## src/rtl/ring_dma_pkg.sv

```systemverilog
package ring_dma_pkg;

    typedef enum logic [3:0] {
        E_HALT,
        E_CMD,
        E_CNT,
        E_SRC,
        E_DST,
        E_NXT,
        E_RD,
        E_WR,
        E_WB,
        E_STALL
    } eng_state_e;

    // descriptor geometry
    localparam int unsigned DESC_BYTES = 32;
    localparam int unsigned DESC_LSB   = $clog2(DESC_BYTES);
    localparam int unsigned OFS_CTL    = 0;
    localparam int unsigned OFS_CNT    = 4;
    localparam int unsigned OFS_SRC    = 8;
    localparam int unsigned OFS_DST    = 16;
    localparam int unsigned OFS_NXT    = 28;

    // control word bits
    localparam int unsigned OWN_BIT = 16;
    localparam int unsigned IEN_BIT = 17;

    // register indices
    localparam logic [2:0] RG_CTRL  = 3'd0;
    localparam logic [2:0] RG_DPTR  = 3'd1;
    localparam logic [2:0] RG_BELL  = 3'd2;
    localparam logic [2:0] RG_STAT  = 3'd3;
    localparam logic [2:0] RG_RESID = 3'd4;
    localparam logic [2:0] RG_IRQ   = 3'd5;

    // status bits
    localparam int unsigned ST_HALT = 0;
    localparam int unsigned ST_BELL = 1;
    localparam int unsigned ST_CUR  = 2;

endpackage

```

## src/rtl/ring_dma_regs.sv

```systemverilog
module ring_dma_regs
    import ring_dma_pkg::*;
#(
    parameter int unsigned ADDR_W = 32,
    parameter int unsigned DATA_W = 32,
    parameter int unsigned RIDX_W = 3
) (
    input  logic              clk,
    input  logic              rst_n,
    input  logic              reg_we,
    input  logic [RIDX_W-1:0] reg_addr,
    input  logic [DATA_W-1:0] reg_wdata,
    output logic [DATA_W-1:0] reg_rdata,
    output logic              en_o,
    output logic              bell_o,
    input  logic              bell_clr_i,
    output logic              dptr_we_o,
    output logic [ADDR_W-1:0] dptr_wd_o,
    output logic              cur_clr_o,
    input  logic              irq_set_i,
    output logic              irq_o,
    input  logic              halted_i,
    input  logic              cur_valid_i,
    input  logic [DATA_W-1:0] resid_i,
    input  logic [ADDR_W-1:0] dptr_i
);

    logic en_q, bell_q, irq_q;
    logic wr_ctrl, wr_bell, wr_stat, wr_irq;

    always_comb begin
        wr_ctrl = reg_we && (reg_addr == RIDX_W'(RG_CTRL));
        wr_bell = reg_we && (reg_addr == RIDX_W'(RG_BELL));
        wr_stat = reg_we && (reg_addr == RIDX_W'(RG_STAT));
        wr_irq  = reg_we && (reg_addr == RIDX_W'(RG_IRQ));
    end

    always_ff @(posedge clk or negedge rst_n) begin
        if (!rst_n) begin
            en_q   <= 1'b0;
            bell_q <= 1'b0;
            irq_q  <= 1'b0;
        end else begin
            if (wr_ctrl)
                en_q <= reg_wdata[0];
            // a fresh doorbell wins over any clear in the same cycle
            if (wr_bell)
                bell_q <= 1'b1;
            else if (bell_clr_i || (wr_stat && reg_wdata[ST_BELL]))
                bell_q <= 1'b0;
            if (irq_set_i)
                irq_q <= 1'b1;
            else if (wr_irq && reg_wdata[0])
                irq_q <= 1'b0;
        end
    end

    always_comb begin
        dptr_we_o = reg_we && (reg_addr == RIDX_W'(RG_DPTR)) && halted_i;
        dptr_wd_o = reg_wdata[ADDR_W-1:0];
        cur_clr_o = wr_stat && reg_wdata[ST_CUR];
        en_o      = en_q;
        bell_o    = bell_q;
        irq_o     = irq_q;
    end

    always_comb begin
        reg_rdata = '0;
        unique case (reg_addr)
            RIDX_W'(RG_CTRL):  reg_rdata[0] = en_q;
            RIDX_W'(RG_DPTR):  reg_rdata = DATA_W'(dptr_i);
            RIDX_W'(RG_STAT): begin
                reg_rdata[ST_HALT] = halted_i;
                reg_rdata[ST_BELL] = bell_q;
                reg_rdata[ST_CUR]  = cur_valid_i;
            end
            RIDX_W'(RG_RESID): reg_rdata = resid_i;
            RIDX_W'(RG_IRQ):   reg_rdata[0] = irq_q;
            default:           reg_rdata = '0;
        endcase
    end

endmodule

```

## src/rtl/ring_dma_engine.sv

```systemverilog
module ring_dma_engine
    import ring_dma_pkg::*;
#(
    parameter int unsigned ADDR_W = 32,
    parameter int unsigned DATA_W = 32
) (
    input  logic              clk,
    input  logic              rst_n,
    input  logic              en_i,
    input  logic              bell_i,
    output logic              bell_clr_o,
    input  logic              dptr_we_i,
    input  logic [ADDR_W-1:0] dptr_wd_i,
    input  logic              cur_clr_i,
    output logic              irq_set_o,
    output logic              halted_o,
    output logic              cur_valid_o,
    output logic [DATA_W-1:0] resid_o,
    output logic [ADDR_W-1:0] dptr_o,
    output logic              mem_req,
    output logic              mem_we,
    output logic [ADDR_W-1:0] mem_addr,
    output logic [DATA_W-1:0] mem_wdata,
    input  logic [DATA_W-1:0] mem_rdata,
    input  logic              mem_ack
);

    localparam int unsigned WBYTES = DATA_W / 8;
    localparam logic [ADDR_W-1:0] ALIGN_MASK = {{(ADDR_W-DESC_LSB){1'b1}}, {DESC_LSB{1'b0}}};

    eng_state_e st_q, st_d;

    logic [ADDR_W-1:0] cur_q, src_q, dst_q, nxt_q;
    logic [DATA_W-1:0] ctl_q, cnt_q, buf_q;
    logic              cval_q;
    logic              beat, last_beat;

    assign beat      = mem_req && mem_ack;
    assign last_beat = (cnt_q <= DATA_W'(WBYTES));

    // state register
    always_ff @(posedge clk or negedge rst_n) begin
        if (!rst_n) st_q <= E_HALT;
        else        st_q <= st_d;
    end

    // transitions
    always_comb begin
        st_d = st_q;
        unique case (st_q)
            E_HALT:  if (en_i) st_d = E_CMD;
            E_CMD: if (beat) begin
                if (!en_i)                  st_d = E_HALT;
                else if (!mem_rdata[OWN_BIT]) st_d = E_STALL;
                else                        st_d = E_CNT;
            end
            E_CNT:   if (beat) st_d = E_SRC;
            E_SRC:   if (beat) st_d = E_DST;
            E_DST:   if (beat) st_d = E_NXT;
            E_NXT:   if (beat) st_d = (cnt_q == '0) ? E_WB : E_RD;
            E_RD:    if (beat) st_d = E_WR;
            E_WR: if (beat) begin
                if (last_beat)  st_d = E_WB;
                else if (!en_i) st_d = E_HALT;
                else            st_d = E_RD;
            end
            E_WB:    if (beat) st_d = en_i ? E_CMD : E_HALT;
            E_STALL: begin
                if (!en_i)       st_d = E_HALT;
                else if (bell_i) st_d = E_CMD;
            end
            default: st_d = E_HALT;
        endcase
    end

    // datapath
    always_ff @(posedge clk or negedge rst_n) begin
        if (!rst_n) begin
            cur_q  <= '0;
            src_q  <= '0;
            dst_q  <= '0;
            nxt_q  <= '0;
            ctl_q  <= '0;
            cnt_q  <= '0;
            buf_q  <= '0;
            cval_q <= 1'b0;
        end else begin
            if (cur_clr_i)
                cval_q <= 1'b0;
            unique case (st_q)
                E_HALT: if (dptr_we_i) cur_q <= dptr_wd_i & ALIGN_MASK;
                E_CMD: if (beat) begin
                    ctl_q <= mem_rdata;
                    if (mem_rdata[OWN_BIT] && en_i) cval_q <= 1'b1;
                end
                E_CNT: if (beat) cnt_q <= mem_rdata;
                E_SRC: if (beat) src_q <= mem_rdata[ADDR_W-1:0];
                E_DST: if (beat) dst_q <= mem_rdata[ADDR_W-1:0];
                E_NXT: if (beat) nxt_q <= mem_rdata[ADDR_W-1:0] & ALIGN_MASK;
                E_RD:  if (beat) buf_q <= mem_rdata;
                E_WR: if (beat) begin
                    cnt_q <= last_beat ? '0 : cnt_q - DATA_W'(WBYTES);
                    src_q <= src_q + ADDR_W'(WBYTES);
                    dst_q <= dst_q + ADDR_W'(WBYTES);
                end
                E_WB: if (beat) begin
                    cur_q  <= nxt_q;
                    cval_q <= 1'b0;
                end
                default: ;
            endcase
        end
    end

    // outputs
    always_comb begin
        mem_req   = 1'b1;
        mem_we    = 1'b0;
        mem_addr  = cur_q;
        mem_wdata = '0;
        unique case (st_q)
            E_HALT:  mem_req = 1'b0;
            E_STALL: mem_req = 1'b0;
            E_CMD:   mem_addr = cur_q + ADDR_W'(OFS_CTL);
            E_CNT:   mem_addr = cur_q + ADDR_W'(OFS_CNT);
            E_SRC:   mem_addr = cur_q + ADDR_W'(OFS_SRC);
            E_DST:   mem_addr = cur_q + ADDR_W'(OFS_DST);
            E_NXT:   mem_addr = cur_q + ADDR_W'(OFS_NXT);
            E_RD:    mem_addr = src_q;
            E_WR: begin
                mem_we    = 1'b1;
                mem_addr  = dst_q;
                mem_wdata = buf_q;
            end
            E_WB: begin
                mem_we    = 1'b1;
                mem_addr  = cur_q + ADDR_W'(OFS_CTL);
                mem_wdata = ctl_q & ~(DATA_W'(1) << OWN_BIT);
            end
            default: mem_req = 1'b0;
        endcase
        bell_clr_o  = (st_q == E_STALL) && en_i && bell_i;
        irq_set_o   = (st_q == E_WB) && beat && ctl_q[IEN_BIT];
        halted_o    = (st_q == E_HALT);
        cur_valid_o = cval_q;
        resid_o     = cnt_q;
        dptr_o      = cur_q;
    end

endmodule

```

## src/rtl/ring_dma_chan.sv

```systemverilog
module ring_dma_chan
    import ring_dma_pkg::*;
#(
    parameter int unsigned ADDR_W = 32,
    parameter int unsigned DATA_W = 32,
    parameter int unsigned RIDX_W = 3
) (
    input  logic              clk,
    input  logic              rst_n,
    input  logic              reg_we,
    input  logic [RIDX_W-1:0] reg_addr,
    input  logic [DATA_W-1:0] reg_wdata,
    output logic [DATA_W-1:0] reg_rdata,
    output logic              mem_req,
    output logic              mem_we,
    output logic [ADDR_W-1:0] mem_addr,
    output logic [DATA_W-1:0] mem_wdata,
    input  logic [DATA_W-1:0] mem_rdata,
    input  logic              mem_ack,
    output logic              irq_o
);

    logic              ctrl_en, bell, bell_clr, dptr_we, cur_clr, irq_set;
    logic              halted, cur_valid;
    logic [ADDR_W-1:0] dptr_wd, dptr;
    logic [DATA_W-1:0] resid;

    ring_dma_regs #(.ADDR_W(ADDR_W), .DATA_W(DATA_W), .RIDX_W(RIDX_W)) u_regs (
        .clk        (clk),
        .rst_n      (rst_n),
        .reg_we     (reg_we),
        .reg_addr   (reg_addr),
        .reg_wdata  (reg_wdata),
        .reg_rdata  (reg_rdata),
        .en_o       (ctrl_en),
        .bell_o     (bell),
        .bell_clr_i (bell_clr),
        .dptr_we_o  (dptr_we),
        .dptr_wd_o  (dptr_wd),
        .cur_clr_o  (cur_clr),
        .irq_set_i  (irq_set),
        .irq_o      (irq_o),
        .halted_i   (halted),
        .cur_valid_i(cur_valid),
        .resid_i    (resid),
        .dptr_i     (dptr)
    );

    ring_dma_engine #(.ADDR_W(ADDR_W), .DATA_W(DATA_W)) u_eng (
        .clk        (clk),
        .rst_n      (rst_n),
        .en_i       (ctrl_en),
        .bell_i     (bell),
        .bell_clr_o (bell_clr),
        .dptr_we_i  (dptr_we),
        .dptr_wd_i  (dptr_wd),
        .cur_clr_i  (cur_clr),
        .irq_set_o  (irq_set),
        .halted_o   (halted),
        .cur_valid_o(cur_valid),
        .resid_o    (resid),
        .dptr_o     (dptr),
        .mem_req    (mem_req),
        .mem_we     (mem_we),
        .mem_addr   (mem_addr),
        .mem_wdata  (mem_wdata),
        .mem_rdata  (mem_rdata),
        .mem_ack    (mem_ack)
    );

endmodule

```

## config.mk

```make
export PLATFORM = sky130hd
export DESIGN_NAME = ring_dma_chan
export DESIGN_NICKNAME = d
export VERILOG_FILES = /design/src/rtl/ring_dma_pkg.sv /design/src/rtl/ring_dma_regs.sv /design/src/rtl/ring_dma_engine.sv /design/src/rtl/ring_dma_chan.sv
export SDC_FILE = /design/constraint.sdc
export NUM_CORES = 1
export LEC_CHECK = 0
export ABC_AREA = 1
export BUFFER_PORTS_ARGS = -buffer_cell sky130_fd_sc_hd__buf_2
export CAP_MARGIN = 20
export CORE_ASPECT_RATIO = 1.2
export CORE_UTILIZATION = 40
export CTS_BUF_LIST = sky130_fd_sc_hd__clkbuf_8
export DETAILED_ROUTE_END_ITERATION = 7
export HOLD_SLACK_MARGIN = 0.06
export SLEW_MARGIN = 20
export SYNTH_ARGS = -nofsm -noshare
export SYNTH_HDL_FRONTEND = slang
export SYNTH_SLANG_ARGS = --single-unit
```

## constraint.sdc

```tcl
create_clock -name clk -period 3.4 [get_ports clk]
set_clock_uncertainty 0.05 [all_clocks]
set_input_delay 0.68 -clock clk [delete_from_list [all_inputs] [get_ports clk]]
set_output_delay 0.68 -clock clk [all_outputs]
set_load 0.01 [all_outputs]
```

==> results.md <==
- Status: finished, violations left
- Failing checks: design-rule violations
- Largest stage delay on the critical path: 0.46 ns
- Critical Path, Cell by Cell: inv_2 -> nor2_2 -> nand2_1 -> buf_4 -> inv_2 -> a221oi_1 -> o21ai_0 -> buf_2
- Top cells by count, synth: nand2_1 (444), nor2_1 (269), inv_1 (235), dfrtp_1 (221), o21ai_0 (177)
- # rows: a little over 70
- Yosys top cell area share: 42.4%
- PD cells: 783 nW/um^2
- CTS H-tree lvls: 2
- CTS root buffer: clkbuf_8
- Placed Area: roughly 14000 sq um
- Worst min path class: primary input to flop
- Vias after detailed routing: about 13000
- Max cap viols: 0
- Cell taking the most area after synthesis: dfrtp_1
- Design Area, Final: 14900 sq um
- R2R Setup Slk: 0.71 ns
- Final Max Tran Viols: 0
- Clk sinks: ~220
- Buffer and inverter count on the worst path: 4
- Worst hold start: mem_rdata[5]
- ANT cells: 0
- Post-synthesis instance area: 13000 sq um
- Crit path time final: 3.23 ns
- Synth Register Bits: 221
- P&R area growth vs syn: 14.7%
- Most common cell in the netlist: nand2_1
- Ys Warns: 0
- Yosys cell types: 48
- Die Wd: between 150 and 200 um
- Hold depth: 3
- Fmax: just over 300 MHz
- Hold path endpoint: u_eng.nxt_q[5]
- Vias in the first global route: 12389
- Clk slew on worst S/H paths: 0.06 ns
- Leakage power: ~0.0073 uW
- Cell mode on critical path: inv_2
- Critical R2R Capture: u_eng.resid_o[0]
- Post-CTS Repair Setup Buffers: 0
- Routability cong.: 0.943
- Iteration-0 DRC Markers: 1345
- Top Ports: between 150 and 200
- Post-route ant nets: 0
- Fraction of layout cells with a size suffix above 1: 13.8%
- Post_cts resized: 0
- RR Startpoint: u_eng.resid_o[18]
- CTS tree: done
- Setup crit end kind: primary output
- Die H: 200 um
- Remaining DRCs: 2
- Final wirelength: roughly 46000 um
- CP top delay family: buffers and inverters
- Seq/Total Area, Yosys: 42.4%
- Syn_nets: 1905
- Post-synthesis async set-or-reset flop share: 100%
- CTS Buf Count: 39
- Slowest CP cell: dfrtp_1
- Antenna violations before repair: 1
- Mapped Cells: 1829
- Wire length per cell: 19.0 um
- Nets: slightly above 2000
- Final setup fails: 0
- Post-DP HPWL: 33600 um
- Core box area: between 30000 and 40000 sq um
- Die area: 33300 sq um
- Post-route clock period utilization: 95.0%
- Final Hold Violating Endpoints: 0
- EDFF count, synth: 0
- Normalized max-slew margin: a little under a third
- Final TNS setup: 0 ns
- Syn_area_per_cell: 7.12 sq um
- Critical Path RT: 2.67 ns
- Area contributors post-synth: dfrtp_1 (42%), nand2_1 (13%), nor2_1 (7.7%)
- Global route overflow: 0
- Type of origin of the critical path: flop
- Critical Path AT: 2.50 ns
- Largest net degree at the start of global routing: 87
- Starting Density: 40.5%
- R2R depth: 10
- Tightest Pin Transition: roughly 1.0 ns
- Via/cell ratio: ~5.4
- Clk Latency, worst-skew pair: 0.57 ns
- Top_reg_cell synth: dfrtp_1
- Unrepaired setup endpoints after global routing: false
- Detailed Routing Iterations Pass 1: 8
- Port bufs: 167
- Peak VDD IR: 359 uV
- Global Route Usage Sum: between 20% and 30%
- Clk buf depth: 3
- CP Class: flop to primary output
- First-pass GRT wire length: 70700 um
- Top fanout value on the critical path: 25
[layer usage]
metal	vias up	track usage [%]	routed length [um]
met5	-	0	0
met2	539	47.9	22100
met3	90	3.78	2830
li1	6242	-	-
met1	6276	34.9	19100
met4	0	12.7	1930
[cell type report]
cell class	instances	area (sq um)
Fill cell	3329	17200
Inverter	245	922
Multi-Input combinational cell	1285	6160
Clock buffer	48	661
Sequential cell	221	5530
Timing Repair Buffer	187	1050
Clock inverter	20	115
Tap cell	407	509
[power by group]
part           internal [uW]  switching [uW]  total [uW]
combinational           1460            2930        4390
sequential              3850             976        4830
clock                   1290            1190        2480
[worst register-to-register path: stages, from the launching register on]
cell and delay, ns:
dfrtp_1 0.43, nor2_1 0.23, nand2_1 0.15, nor2_2 0.26
nand2_1 0.09, nor2_1 0.38, nand2_1 0.26, nand2_2 0.28
nand2_1 0.24, nand2_1 0.12, o21ai_0 0.08
[layout by cell type, fill, tap and decap left out, types with 4 or more instances in the layout]
cell      instances
nor2_1          268
xor2_1           15
nand2_2           6
nand4_1          14
dfrtp_1         221
buf_4            15
o21bai_1          4
clkbuf_8         48
nor3_1           14
inv_2            10
buf_12            4
a21oi_1          69
a22o_1           30
o21ai_0         177
o22ai_1          30
nand2_1         444
inv_1           247
nand3_1          77
nand3b_1          4
nor2_2            6
ha_1              5
a31oi_1          13
o21ai_1          23
o211ai_1         29
buf_2           166
o221ai_1         26
[sequential cells by signal, summed over array words and instances, names as in the netlist]
signal,cells
u_eng.ctl_q,31
u_eng.st_q,4
u_eng.dst_q,32
u_eng.dptr_o,27
u_regs.en_o,1
u_eng.src_q,32
u_regs.irq_o,1
u_regs.bell_o,1
u_eng.resid_o,32
u_eng.buf_q,32
u_eng.cur_valid_o,1
u_eng.nxt_q,27
[through the flow]
stage	util, %	std cells	total power, uW	hold WS (ns)	worst slack, ns
floorplan	-	1829	7610	0.334	1.17
global placement	44.0	2344	9080	0.416	0.693
detailed placement	44.0	2344	9200	0.424	0.674
CTS	46.5	2413	11700	0.253	0.184
global route	46.5	2413	12600	0.281	0.0111
finish	46.5	2413	11700	0.284	0.171
[logic make-up (layout without fill, tap and decap cells)]
family	count (synthesis)	after routing	synth area share, %
fa+ha+maj	5	5	0.480
xor+xnor	18	18	1.21
flops	221	221	42.4
compound gates	417	417	19.2
simple gates	845	845	26.4
buf+inv	323	500	10.3
[worst max path at each step]
stage / startpoint / depth (start not counted) / to / slack [ns]
after floorplan: u_eng.st_q[0] / 7 / mem_wdata[10] / 1.17
final: u_eng.st_q[1] / 8 / mem_addr[3] / 0.17
after global routing: u_eng.st_q[1] / 8 / mem_addr[3] / 0.01
after detailed placement: reg_addr[1] / 6 / reg_rdata[13] / 0.67
after global placement: reg_addr[1] / 6 / reg_rdata[14] / 0.69
after CTS: u_eng.st_q[2] / 7 / mem_wdata[30] / 0.18
[repair_timing]
item,in CTS,in global routing
hold endpoints to repair,31,0
hold buffers,1,0
setup endpoints to repair,0,0
Power figures use the tool's default switching activity.
